## config.mk

```make
export PLATFORM = sky130hd
export DESIGN_NAME = ack_inbound
export DESIGN_NICKNAME = d
export VERILOG_FILES = /design/src/rtl/ack_inbound_pkg.sv /design/src/rtl/ack_classify.sv /design/src/rtl/ack_control.sv /design/src/rtl/ack_datapath.sv /design/src/rtl/ack_inbound.sv
export SDC_FILE = /design/constraint.sdc
export NUM_CORES = 1
export LEC_CHECK = 0
export CORE_UTILIZATION = 40
export DETAILED_ROUTE_END_ITERATION = 10
export PLACE_DENSITY = 0.79
export SLEW_MARGIN = 20
export SYNTH_ARGS = -nofsm -noshare
export SYNTH_HDL_FRONTEND = slang
export SYNTH_SLANG_ARGS = --single-unit
export TNS_END_PERCENT = 50
```

## constraint.sdc

```tcl
create_clock -name clk -period 1.9 [get_ports clk]
set_input_delay 0.38 -clock clk [delete_from_list [all_inputs] [get_ports clk]]
set_output_delay 0.38 -clock clk [all_outputs]
set_load 0.05 [all_outputs]
```

## src/rtl/ack_inbound_pkg.sv

```systemverilog
package ack_inbound_pkg;

  typedef enum logic [1:0] {
    KIND_ACCEPT = 2'd0,
    KIND_RETRY  = 2'd1,
    KIND_REJECT = 2'd2
  } ackKindT;

  typedef enum logic [1:0] {
    CAUSE_NONE = 2'd0,
    CAUSE_ID   = 2'd1,
    CAUSE_CRC  = 2'd2,
    CAUSE_LEN  = 2'd3
  } causeT;

  // strobes from control to datapath
  typedef struct packed {
    logic  accept;
    logic  retry;
    logic  reject;
    logic  discard;
    causeT cause;
  } strobeT;

endpackage

```

## src/rtl/ack_classify.sv

```systemverilog
module ack_classify #(
  parameter int ID_W        = 5,
  parameter int LEN_W       = 10,
  parameter int MAX_PAYLOAD = 256
) (
  input  logic [ID_W-1:0]           pktAckId,
  input  logic [ID_W-1:0]           expAckId,
  input  logic                      pktCrcErr,
  input  logic [LEN_W-1:0]          pktLen,
  output ack_inbound_pkg::causeT    cause
);
  import ack_inbound_pkg::*;

  localparam logic [LEN_W-1:0] LEN_LIMIT = LEN_W'(MAX_PAYLOAD);

  logic idBad, lenBad;

  assign idBad  = (pktAckId != expAckId);
  assign lenBad = (pktLen > LEN_LIMIT);

  // fixed priority: ackID, then CRC, then overrun
  always_comb begin
    if (idBad)          cause = CAUSE_ID;
    else if (pktCrcErr) cause = CAUSE_CRC;
    else if (lenBad)    cause = CAUSE_LEN;
    else                cause = CAUSE_NONE;
  end

endmodule

```

## src/rtl/ack_control.sv

```systemverilog
module ack_control #(
  parameter int BUF_W = 5
) (
  input  logic                    clk,
  input  logic                    rstN,
  input  logic                    pktDone,
  input  logic                    restartIn,
  input  logic [BUF_W-1:0]        freeBufs,
  input  ack_inbound_pkg::causeT  cause,
  output ack_inbound_pkg::strobeT strb,
  output logic                    stopped
);
  import ack_inbound_pkg::*;

  logic stoppedNext;
  logic noBufs;

  assign noBufs = (freeBufs == '0);

  always_comb begin
    strb = '0;
    strb.cause = CAUSE_NONE;
    if (pktDone) begin
      if (stopped) begin
        strb.discard = 1'b1;
      end else if (cause != CAUSE_NONE) begin
        strb.reject  = 1'b1;
        strb.discard = 1'b1;
        strb.cause   = cause;
      end else if (noBufs) begin
        strb.retry   = 1'b1;
        strb.discard = 1'b1;
      end else begin
        strb.accept  = 1'b1;
      end
    end
  end

  always_comb begin
    if (stopped) stoppedNext = !restartIn;
    else         stoppedNext = strb.reject;
  end

  always_ff @(posedge clk) begin
    if (!rstN) stopped <= 1'b0;
    else       stopped <= stoppedNext;
  end

  assert_one_kind_R2: assert property (@(posedge clk) disable iff (!rstN)
    $onehot0({strb.accept, strb.retry, strb.reject}));

  assert_stop_hold_R7: assert property (@(posedge clk) disable iff (!rstN)
    stopped && !restartIn |=> stopped);

  assert_stop_silent_R7: assert property (@(posedge clk) disable iff (!rstN)
    stopped && pktDone |-> strb.discard && !strb.accept && !strb.retry && !strb.reject);

  assert_restart_R8: assert property (@(posedge clk) disable iff (!rstN)
    stopped && restartIn |=> !stopped);

  assert_enter_stop_R4: assert property (@(posedge clk) disable iff (!rstN)
    strb.reject |=> stopped);

endmodule

```

## src/rtl/ack_datapath.sv

```systemverilog
module ack_datapath #(
  parameter int ID_W  = 5,
  parameter int BUF_W = 5
) (
  input  logic                    clk,
  input  logic                    rstN,
  input  ack_inbound_pkg::strobeT strb,
  input  logic [ID_W-1:0]         pktAckId,
  input  logic [BUF_W-1:0]        freeBufs,
  output logic [ID_W-1:0]         expAckId,
  output logic                    ackValid,
  output logic [1:0]              ackKind,
  output logic [ID_W-1:0]         ackId,
  output logic [1:0]              ackCause,
  output logic [BUF_W-1:0]        ackBufs,
  output logic                    discardPulse
);
  import ack_inbound_pkg::*;

  logic anyAck;
  ackKindT kindNext;

  assign anyAck = strb.accept | strb.retry | strb.reject;

  always_comb begin
    if (strb.reject)     kindNext = KIND_REJECT;
    else if (strb.retry) kindNext = KIND_RETRY;
    else                 kindNext = KIND_ACCEPT;
  end

  always_ff @(posedge clk) begin
    if (!rstN) begin
      expAckId <= '0;
    end else if (strb.accept) begin
      expAckId <= expAckId + ID_W'(1);
    end
  end

  always_ff @(posedge clk) begin
    if (!rstN) begin
      ackValid     <= 1'b0;
      ackKind      <= KIND_ACCEPT;
      ackId        <= '0;
      ackCause     <= CAUSE_NONE;
      ackBufs      <= '0;
      discardPulse <= 1'b0;
    end else begin
      ackValid     <= anyAck;
      discardPulse <= strb.discard;
      if (anyAck) begin
        ackKind  <= kindNext;
        ackId    <= strb.reject ? expAckId : pktAckId;
        ackCause <= strb.cause;
        ackBufs  <= freeBufs;
      end
    end
  end

  assert_exp_step_R2: assert property (@(posedge clk) disable iff (!rstN)
    strb.accept |=> expAckId == $past(expAckId) + ID_W'(1));

  assert_exp_hold_R7: assert property (@(posedge clk) disable iff (!rstN)
    !strb.accept |=> $stable(expAckId));

  assert_refuse_discard_R3: assert property (@(posedge clk) disable iff (!rstN)
    ackValid && ackKind != KIND_ACCEPT |-> discardPulse);

  assert_accept_keep_R2: assert property (@(posedge clk) disable iff (!rstN)
    ackValid && ackKind == KIND_ACCEPT |-> !discardPulse);

endmodule

```

## src/rtl/ack_inbound.sv

```systemverilog
module ack_inbound #(
  parameter int ID_W        = 5,
  parameter int BUF_W       = 5,
  parameter int LEN_W       = 10,
  parameter int MAX_PAYLOAD = 256
) (
  input  logic             clk,
  input  logic             rstN,
  input  logic             pktDone,
  input  logic [ID_W-1:0]  pktAckId,
  input  logic             pktCrcErr,
  input  logic [LEN_W-1:0] pktLen,
  input  logic [BUF_W-1:0] freeBufs,
  input  logic             restartIn,
  output logic             ackValid,
  output logic [1:0]       ackKind,
  output logic [ID_W-1:0]  ackId,
  output logic [1:0]       ackCause,
  output logic [BUF_W-1:0] ackBufs,
  output logic             discardPulse,
  output logic             errStopped,
  output logic [ID_W-1:0]  expAckId
);
  import ack_inbound_pkg::*;

  causeT  cause;
  strobeT strb;

  ack_classify #(.ID_W(ID_W), .LEN_W(LEN_W), .MAX_PAYLOAD(MAX_PAYLOAD)) uClassify (
    .pktAckId (pktAckId),
    .expAckId (expAckId),
    .pktCrcErr(pktCrcErr),
    .pktLen   (pktLen),
    .cause    (cause)
  );

  ack_control #(.BUF_W(BUF_W)) uControl (
    .clk      (clk),
    .rstN     (rstN),
    .pktDone  (pktDone),
    .restartIn(restartIn),
    .freeBufs (freeBufs),
    .cause    (cause),
    .strb     (strb),
    .stopped  (errStopped)
  );

  ack_datapath #(.ID_W(ID_W), .BUF_W(BUF_W)) uDatapath (
    .clk         (clk),
    .rstN        (rstN),
    .strb        (strb),
    .pktAckId    (pktAckId),
    .freeBufs    (freeBufs),
    .expAckId    (expAckId),
    .ackValid    (ackValid),
    .ackKind     (ackKind),
    .ackId       (ackId),
    .ackCause    (ackCause),
    .ackBufs     (ackBufs),
    .discardPulse(discardPulse)
  );

endmodule

```

==> flow_summary.toml <==
[status]
status = "complete, no violations"

[synthesis]
syn_nets = 145
synth_top_area_share_pct = 43.2
yosysSeqAreaShare_pct = 43.2
yosys.area.top_type = "dfxtp_1"
ys_top_cells_by_area = "dfxtp_1, nand2_1, a21boi_0, mux2i_1, xor2_1"
ys_async_sr_fraction_pct = 0
syn_area_um2 = 1020
ys_types = 28
yosysWarnings = 0
synth_area_per_cell_um2 = 8.57
ys_ff_latch = 22
synth_ff_type = "dfxtp_1"
synth_cells = 119
synth_edf_count = 0

[die]
start_util_pct = 44.4
die_w_um = 52.5
die_h_um = 52.5
rows = 17
num_io_pins = 47
core_um2 = 2300
dieArea_um2 = 2760

[cts]
cts_root_buffer = "clkbuf_4"
h-tree-depth = 1
clock_path_buffers = 2
clk_pin_slew_ns = 0.12
clock_latency_ns = 0.31
cts_tree = "done"
postCtsSetupBuffers = 0
clock_sinks = 22
ctsHoldBuffers = 0
cts_made_buffers = 3

[timing]
fmax_mhz = 538
clock_skew_ns = 0.00141
tightest_slew_ns = 0.519
timing.final.crit_period_ns = 1.86
fin_crit_sh_pct = 97.7
slew_headroom_pct = 65.3
finalHoldViolCount = 0
slew_viol_final = 0
setup_viol = 0

[routing]
m1WireLength_mm = 1.07
dr_wl_met2_mm = 1.29
vias = 977
via_per_inst = 4.96
wl_met3_um = 101
drt-total-wl_mm = 2.51
wl_per_cell_um = 12.7
drt_iter0_drc = 16
dr.pass1.iters = 4
route.top_layer_used = "met4"
drc = 0
drtAntennaViolNets = 0

[setup_path]
crit_path_end_kind = "primary output"
cp.buffers_inverters = 1
slowest_stage = "clkdlybuf4s50_1"
crit_arrival_ns = 1.48
startpoint_type = "flip-flop"
ff2ff_path_depth = 5
critical_path_class = "reg -> out"
rr_endpoint = "uDatapath.expAckId[3]"
r2r_slack_ns = 0.12
path_cells = "clkdlybuf4s50_1"
slowest_delay_ns = 0.81
crit_fanout = 2
cp_top_family = "buffers and inverters"
crit_start = "uDatapath.ackCause[1]"
crit_required_ns = 1.52
r2r-start = "uDatapath.expAckId[0]"

[layout]
syn2layout_area_growth_pct = 56.9
seqCellArea_um2 = 440
fill_cells = 193
num-nets-final = 196
final_cell_mix = "clkdlybuf4s50_1, nand2_1, dfxtp_1"
layout_commonest_cell = "clkdlybuf4s50_1"
multi_input_area_um2 = 582
drive_gt1_share_pct = 14.8
finalNonFillerCells = 197
antennaDiodeCount = 0

[hold_path]
hp-start = "uDatapath.ackBufs[1]"
hp-class = "reg -> reg"
hold_end = "uDatapath.ackBufs[1]"
hold_depth = 2

[global_route]
grt_pass1_vias = 962
grt_pass1_wl_mm = 3.96
antenna_found_initial = 0
grt_max_degree = 19
grtUsageTotal_pct = 19.9
grt_overflow = 0

[place]
io_buffers = 46
gp_congestion = 0.815
dp_cells = 193
place_hpwl_mm = 1.92

[pwr]
total_power_mw = 0.957
ir_drop_uv = 602
p_leak_nw = 0.655
powerDensity_nw_per_um2 = 598

[job]
cap_violations = 0
[sequential cells by signal, indices dropped and copies added (netlist names)]
signal / flops
uDatapath.ackValid: 1
uDatapath.expAckId: 5
uDatapath.ackBufs: 5
uDatapath.ackCause: 2
uControl.stopped: 1
uDatapath.ackKind: 2
uDatapath.ackId: 5
uDatapath.discardPulse: 1
[report_power, final]
group,internal (mW),leakage (nW),switching (mW)
sequential,0.476,0.179,0.00728
clock,0.117,0.0210,0.144
combinational,0.0953,0.455,0.117
total,0.688,0.655,0.269
[through the flow]
step | setup WS, ns | util, % | cell area (um2) | hold slack, ns | setup TNS (ns)
2_1_floorplan | 0.0820 | - | 1020 | 0.474 | 0
3_3_place_gp | -0.226 | 66.3 | 1520 | 0.444 | -2.04
3_5_place_dp | -0.311 | 66.3 | 1520 | 0.448 | -2.53
4_1_cts | 0.0189 | 67.9 | 1560 | 0.465 | 0
5_1_grt | -0.0382 | 69.7 | 1600 | 0.486 | -0.0393
6_report | 0.0429 | 69.7 | 1600 | 0.463 | 0
[repair_timing]
action / in CTS / in global routing
setup endpoints to repair: 0 / 6
gates resized for setup: 0 / 7
hold endpoints to repair: 0 / 0
[Yosys cell counts (all sizes together) (2+ instances only)]
cell	n
o21ai	3
nand3	4
a21boi	10
nand2b	5
nor2	6
clkbuf	6
a21oi	3
mux2i	5
or4	2
inv	3
nand2	32
nor4	2
xor2	5
nor3	4
dfxtp	22
[cell families (layout without fill, tap and decap cells)]
group                      after synthesis  count (layout)  synth area share (%)
muxes                                    5               5                  4.91
AOI/OAI and AO/OA                       20              20                  13.6
buffers and inverters                    9              59                  3.31
adders and majority gates                1               1                  1.23
xor gates and xnor gates                 5               5                  4.29
DFF                                     22              22                  43.2
and+or+nand+nor                         57              57                  29.4
[worst max path at each step]
stage,endpoint,slack [ns],cells after the start
6_report,ackCause[1],0.04,1
5_1_grt,uDatapath.expAckId[3],-0.04,6
4_1_cts,uDatapath.expAckId[4],0.02,6
3_5_place_dp,uDatapath.expAckId[4],-0.31,6
3_3_place_gp,uDatapath.expAckId[4],-0.23,6
2_1_floorplan,uDatapath.expAckId[3],0.08,5
[layer usage]
metal	up-vias	track usage, %
met5	-	0
met4	0	9.65
met3	6	2.90
met2	25	36.3
met1	444	22.3
li1	502	-
[layout make-up]
| type | count | area share, % |
|---|---|---|
| clock buffers | 4 | 2.27 |
| inverters | 3 | 0.704 |
| multi-input cells | 88 | 36.4 |
| flip-flops and latches | 22 | 27.5 |
| well taps | 28 | 2.19 |
| repair buffers | 52 | 31.0 |
Note: power is estimated with default switching activity, not from simulation.
